### src/rtl/wdw_pkg.sv
package wdw_pkg;

   // What the window counter does in a given cycle.
   typedef enum logic [1:0] {
      ACT_HOLD  = 2'd0,   // reset active: counter parked at zero
      ACT_COUNT = 2'd1,   // nothing happened: advance
      ACT_KICK  = 2'd2,   // service edge processed: restart window
      ACT_LATE  = 2'd3    // upper limit reached: fault and restart
   } wdw_act_e;

   // True when a counter value has run into the upper limit.
   function automatic logic limit_hit(input logic [31:0] elapsed,
                                      input logic [31:0] slow_cyc);
      return (elapsed + 32'd1) >= slow_cyc;
   endfunction

endpackage

### src/rtl/wdw_sync_edge.sv
module wdw_sync_edge #(
   parameter int unsigned STAGES = 2,
   parameter logic        IDLE   = 1'b1
) (
   input  logic clk,
   input  logic rst_n,
   input  logic kick_i,
   output logic fall_o
);

   if (STAGES < 2) begin : g_bad_stages
      $error("wdw_sync_edge: STAGES must be at least 2");
   end

   // Synchronizer chain, one generate block per stage.
   for (genvar g = 0; g < STAGES; g++) begin : g_stage
      logic stage_q;
      if (g == 0) begin : g_first
         always_ff @(posedge clk or negedge rst_n) begin
            if (!rst_n) stage_q <= IDLE;
            else        stage_q <= kick_i;
         end
      end else begin : g_next
         always_ff @(posedge clk or negedge rst_n) begin
            if (!rst_n) stage_q <= IDLE;
            else        stage_q <= g_stage[g-1].stage_q;
         end
      end
   end

   logic synced;
   logic prev_q;

   assign synced = g_stage[STAGES-1].stage_q;

   always_ff @(posedge clk or negedge rst_n) begin
      if (!rst_n) prev_q <= IDLE;
      else        prev_q <= synced;
   end

   assign fall_o = prev_q & ~synced;

   // a detected fall lasts one cycle only
   assert_fall_single_R9: assert property (@(posedge clk) disable iff (!rst_n)
      fall_o |=> !fall_o);

endmodule

### src/rtl/wdw_limits.sv
module wdw_limits #(
   parameter int unsigned N_OPT             = 4,
   parameter int unsigned SEL_W             = 2,
   parameter int unsigned CNT_W             = 16,
   parameter int unsigned FAST_CYC [N_OPT]  = '{15, 30, 24, 41},
   parameter int unsigned SLOW_CYC [N_OPT]  = '{100, 200, 44, 76}
) (
   input  logic [SEL_W-1:0] sel_i,
   output logic [CNT_W-1:0] fast_o,
   output logic [CNT_W-1:0] slow_o
);

   if (N_OPT < 1 || (64'd1 << SEL_W) < 64'(N_OPT)) begin : g_bad_sel
      $error("wdw_limits: SEL_W too narrow for N_OPT");
   end

   logic [CNT_W-1:0] fast_tbl [N_OPT];
   logic [CNT_W-1:0] slow_tbl [N_OPT];

   for (genvar g = 0; g < N_OPT; g++) begin : g_opt
      if (FAST_CYC[g] < 1 || FAST_CYC[g] >= SLOW_CYC[g]) begin : g_bad_order
         $error("wdw_limits: each option needs 1 <= FAST < SLOW");
      end
      if (64'(SLOW_CYC[g]) >= (64'd1 << CNT_W)) begin : g_bad_width
         $error("wdw_limits: SLOW limit does not fit CNT_W");
      end
      assign fast_tbl[g] = CNT_W'(FAST_CYC[g]);
      assign slow_tbl[g] = CNT_W'(SLOW_CYC[g]);
   end

   // Out-of-range codes fall back to option 0.
   always_comb begin
      fast_o = fast_tbl[0];
      slow_o = slow_tbl[0];
      for (int i = 0; i < N_OPT; i++) begin
         if (sel_i == SEL_W'(i)) begin
            fast_o = fast_tbl[i];
            slow_o = slow_tbl[i];
         end
      end
   end

endmodule

### src/rtl/wdw_window_ctr.sv
module wdw_window_ctr
   import wdw_pkg::*;
#(
   parameter int unsigned CNT_W = 16
) (
   input  logic             clk,
   input  logic             rst_n,
   input  logic             hold_i,
   input  logic             fall_i,
   input  logic [CNT_W-1:0] fast_i,
   input  logic [CNT_W-1:0] slow_i,
   output logic             fault_o
);

   if (CNT_W < 2 || CNT_W > 31) begin : g_bad_cnt
      $error("wdw_window_ctr: CNT_W must lie in 2..31");
   end

   logic [CNT_W-1:0] cnt_q;
   logic             armed_q;   // set once the post-release edge was seen
   wdw_act_e         act;
   logic             early;

   always_comb begin
      if (hold_i)
         act = ACT_HOLD;
      else if (fall_i)
         act = ACT_KICK;
      else if (limit_hit(32'(cnt_q), 32'(slow_i)))
         act = ACT_LATE;
      else
         act = ACT_COUNT;
   end

   assign early = armed_q && (cnt_q < fast_i);

   always_ff @(posedge clk or negedge rst_n) begin
      if (!rst_n) begin
         cnt_q   <= '0;
         armed_q <= 1'b0;
         fault_o <= 1'b0;
      end else begin
         unique case (act)
            ACT_HOLD: begin
               cnt_q   <= '0;
               armed_q <= 1'b0;
               fault_o <= 1'b0;
            end
            ACT_KICK: begin
               cnt_q   <= '0;
               armed_q <= 1'b1;
               fault_o <= early;
            end
            ACT_LATE: begin
               cnt_q   <= '0;
               fault_o <= 1'b1;
            end
            default: begin
               cnt_q   <= cnt_q + 1'b1;
               fault_o <= 1'b0;
            end
         endcase
      end
   end

   // reset-active cycle leaves the counter parked and no fault
   assert_hold_parks_R1: assert property (@(posedge clk) disable iff (!rst_n)
      hold_i |=> (cnt_q == '0 && !fault_o));

   // a fault is one cycle wide
   assert_fault_single_R7: assert property (@(posedge clk) disable iff (!rst_n)
      fault_o |=> !fault_o);

   // every fault comes with a restarted window
   assert_fault_restart_R7: assert property (@(posedge clk) disable iff (!rst_n)
      fault_o |-> cnt_q == '0);

   // a processed edge restarts the window
   assert_kick_restart_R5: assert property (@(posedge clk) disable iff (!rst_n)
      (!hold_i && fall_i) |=> cnt_q == '0);

   // the first edge after release never faults
   assert_first_exempt_R6: assert property (@(posedge clk) disable iff (!rst_n)
      (!hold_i && fall_i && !armed_q) |=> !fault_o);

endmodule

### src/rtl/wdw_monitor.sv
module wdw_monitor #(
   parameter int unsigned N_OPT            = 4,
   parameter int unsigned SEL_W            = 2,
   parameter int unsigned CNT_W            = 16,
   parameter int unsigned SYNC_STAGES      = 2,
   parameter int unsigned FAST_CYC [N_OPT] = '{15, 30, 24, 41},
   parameter int unsigned SLOW_CYC [N_OPT] = '{100, 200, 44, 76}
) (
   input  logic             clk,
   input  logic             rst_n,
   input  logic             kick_i,
   input  logic             sup_rst_i,
   input  logic [SEL_W-1:0] win_sel_i,
   output logic             fault_o
);

   logic             fall;
   logic [CNT_W-1:0] fast_lim;
   logic [CNT_W-1:0] slow_lim;

   wdw_sync_edge #(
      .STAGES (SYNC_STAGES),
      .IDLE   (1'b1)
   ) u_edge (
      .clk    (clk),
      .rst_n  (rst_n),
      .kick_i (kick_i),
      .fall_o (fall)
   );

   wdw_limits #(
      .N_OPT    (N_OPT),
      .SEL_W    (SEL_W),
      .CNT_W    (CNT_W),
      .FAST_CYC (FAST_CYC),
      .SLOW_CYC (SLOW_CYC)
   ) u_limits (
      .sel_i  (win_sel_i),
      .fast_o (fast_lim),
      .slow_o (slow_lim)
   );

   wdw_window_ctr #(
      .CNT_W (CNT_W)
   ) u_ctr (
      .clk     (clk),
      .rst_n   (rst_n),
      .hold_i  (sup_rst_i),
      .fall_i  (fall),
      .fast_i  (fast_lim),
      .slow_i  (slow_lim),
      .fault_o (fault_o)
   );

   // no fault in the cycle after reset is seen active
   assert_quiet_in_reset_R1: assert property (@(posedge clk) disable iff (!rst_n)
      sup_rst_i |=> !fault_o);

endmodule

### config.mk
export PLATFORM = sky130hd
export DESIGN_NAME = wdw_monitor
export DESIGN_NICKNAME = d
export VERILOG_FILES = /design/src/rtl/wdw_pkg.sv /design/src/rtl/wdw_sync_edge.sv /design/src/rtl/wdw_limits.sv /design/src/rtl/wdw_window_ctr.sv /design/src/rtl/wdw_monitor.sv
export SDC_FILE = /design/constraint.sdc
export NUM_CORES = 1
export LEC_CHECK = 0
export BUFFER_PORTS_ARGS = -buffer_cell sky130_fd_sc_hd__buf_2
export CAP_MARGIN = 20
export CORE_MARGIN = 5
export CORE_UTILIZATION = 33
export CTS_BUF_LIST = sky130_fd_sc_hd__clkbuf_4 sky130_fd_sc_hd__clkbuf_8
export CTS_CLUSTER_SIZE = 14
export DETAILED_ROUTE_END_ITERATION = 16
export PLACE_DENSITY = 0.45
export SETUP_SLACK_MARGIN = 0.02
export SLEW_MARGIN = 10
export SYNTH_ARGS = -nofsm -noshare
export SYNTH_HDL_FRONTEND = slang
export SYNTH_SLANG_ARGS = --single-unit
export TNS_END_PERCENT = 30
### constraint.sdc
create_clock -name clk -period 2.7 [get_ports clk]
set_input_delay 0.54 -clock clk [delete_from_list [all_inputs] [get_ports clk]]
set_output_delay 0.54 -clock clk [all_outputs]
set_load 0.05 [all_outputs]
==> flow_summary.toml <==
[critical_path]
cp_max_fo = 8
cp-end-kind = "register"
cp.required_ps = 2870
critPathLaunchType = "register"
arrival_ps = 2870
criticalPathCategory = "register to register"

[synthesis]
synth_most_common_cell = "dfrtp_1"
ys_seq_area_frac = 0.421
ys_types = 40
avgSynthCellArea_um2 = 11.9
synthesis.area_mm2 = 0.00126
ys_seq_elements = 21
async_reset_ff_frac = 1.00
synthTopCellsByCount = "dfrtp_1, ha_1, inv_1"
synth-edff-count = 0
yosysWarnings = 0
synth-main-ff-cell = "dfrtp_1"
synth_top_area_frac = 0.358
synth_area_leaders = "dfrtp_1, ha_1, dfstp_2, nor3b_2, xnor2_1"
synth_largest_area_cell = "dfrtp_1"
netlist_instances = 106

[final_layout]
fin_area_mm2 = 0.00154
diodes = 0
syn2layout_area_growth_pct = 22.6
fillers = 378
final_core_util = 0.418
layout-drive-gt1-share = 0.366
nets = 155

[drt]
vias = 853
routed_via_density = 4.69
dr.pass1.iters = 4
wirelength_mm = 2.42
drtIter0Drc = 32
remaining_drc_errors = 0
wl_per_cell_um = 13.3
ant_nets = 0

[clock_tree]
clockBufferDepth = 2
cts_sinks = 21
cts_tree = "done"
cts_made_buffers = 3
clk_pin_slew_ps = 70
clk_latency_ps = 250
cts_root_buf = "clkbuf_8"
h-tree-depth = 1

[sta]
rsz0062_at_grt = "true"
setup_viol = 1
fin_skew_ps = 1.06
setup-tns-final_ps = -2.04
hold_viol = 0
fmax_mhz = 370
fin_crit_ps = 2700
final.period_utilization = 1.00
maxSlewViolCount = 0
setup_ws_ps = -2.04

[global_routing]
grt-ovfl-total = 0
antenna_found_initial = 0
grt_usage = 0.105
grt_most_used_layer = "met2"
grt_pass1_vias = 897
grtUsageMet2 = 0.168
grt_max_degree = 22
grt_use_met3 = 0.0168
global_route.usage.met1 = 0.143
grt_first_pass_wirelength_mm = 4.28

[floorplan]
die-width_um = 71.7
boundaryPins = 7
die_h_um = 71.7
start_util = 0.341
coreArea_mm2 = 0.00369
die_area_mm2 = 0.00515
fp-row-count = 22

[place]
dp_hpwl_mm = 1.91
routabilityCongestion = 0.780
port-buffer-count = 6
placed_cell_area_mm2 = 0.00144

[run_status]
outcome = "complete, but fails checks"
violations = "negative setup slack"

[power]
leakagePower_nw = 0.695
power.density_mw_per_mm2 = 382
peakVddDrop_mv = 0.310
finalPower_mw = 0.589

[run]
maxCapViolCount = 0

[hold_path]
min_path_type = "input port to async pin"
[sequential cells by signal, indices dropped and copies added, names as in the netlist]
| name | flops |
|---|---|
| u_ctr.cnt_q | 16 |
| u_ctr.fault_o | 1 |
| u_ctr.armed_q | 1 |
| u_edge.g_stage.stage_q | 2 |
| u_edge.prev_q | 1 |
[path summary, 6_finish.rpt]
kind	end	depth (start not counted)	slack, ps	startpoint
setup / recovery	u_ctr.cnt_q[6]	10	-2	u_ctr.cnt_q[1]
hold / removal	u_ctr.cnt_q[0]	1	230	rst_n
setup reg to reg	u_ctr.cnt_q[6]	10	-2	u_ctr.cnt_q[1]
hold reg to reg	u_edge.g_stage[1].stage_q	0	360	u_edge.g_stage[0].stage_q
max in group asynchronous	u_edge.prev_q	1	2140	rst_n
min in group clk	u_edge.g_stage[1].stage_q	0	360	u_edge.g_stage[0].stage_q
[where the power goes]
group	internal (mW)	total (mW)	switching, mW
registers	0.327	0.334	0.00740
clock network	0.115	0.204	0.0892
logic	0.0195	0.0515	0.0320
total	0.461	0.589	0.129
[cells by family (layout without fill, tap and decap cells)]
logic type | count (synthesis) | count (layout) | share of synthesized area
buf+inv | 10 | 31 | 0.0418
fa+ha+maj | 14 | 14 | 0.139
xor+xnor | 6 | 6 | 0.0418
flops | 21 | 21 | 0.421
simple gates | 39 | 39 | 0.246
mux | 2 | 2 | 0.0159
other cells | 1 | 8 | 0.00298
compound gates | 13 | 13 | 0.0915
[layout make-up]
class                   count  area, um2  share of cell area
inverters                   7       26.3              0.0170
flip-flops and latches     21        531               0.344
well taps                  48       60.1              0.0390
multi-input cells          82        737               0.478
repair buffers             20        139              0.0901
clock buffers               4       48.8              0.0317
[routing by layer]
layer	share of wire	up-vias
li1	-	440
met1	0.50	403
met2	0.47	8
met3	0.022	2
met4	0.0070	0
met5	0	-
[worst max-delay path, cell delays in order, from the launching register on]
cell and delay [ps]:
dfrtp_1 440, and4_4 260, nand4_1 140, xnor2_2 180
ha_1 310, a21oi_2 200, nor4b_4 210, mux2i_1 130
or4_1 430, buf_6 170, nor3b_2 160
[stage by stage]
step                hold WS, ps  setup slack (ps)  std cells
floorplan                   244               173        113
global placement            351             -86.3        176
detailed placement          348             -64.5        176
CTS                         238             -10.5        181
global route                260              -165        182
finish                      227             -2.04        182
[cell usage in the layout, fill, tap and decap left out, types with 4 or more instances in the layout]
| cell type | count |
|---|---|
| inv_1 | 7 |
| buf_4 | 13 |
| buf_2 | 6 |
| nand4_1 | 4 |
| nor3b_2 | 4 |
| ha_1 | 13 |
| nor3_2 | 4 |
| dfrtp_1 | 17 |
| conb_1 | 8 |
| xnor2_1 | 4 |
| nand2_1 | 4 |
[timing repair]
action	in CTS	in global routing
endpoints found under the setup margin	8	8
resized for setup	3	5
buffers inserted	1	1
hold endpoints to repair	0	0
pin swaps	1	3
hold buffers	0	0
(Power assumes the default switching activity.)
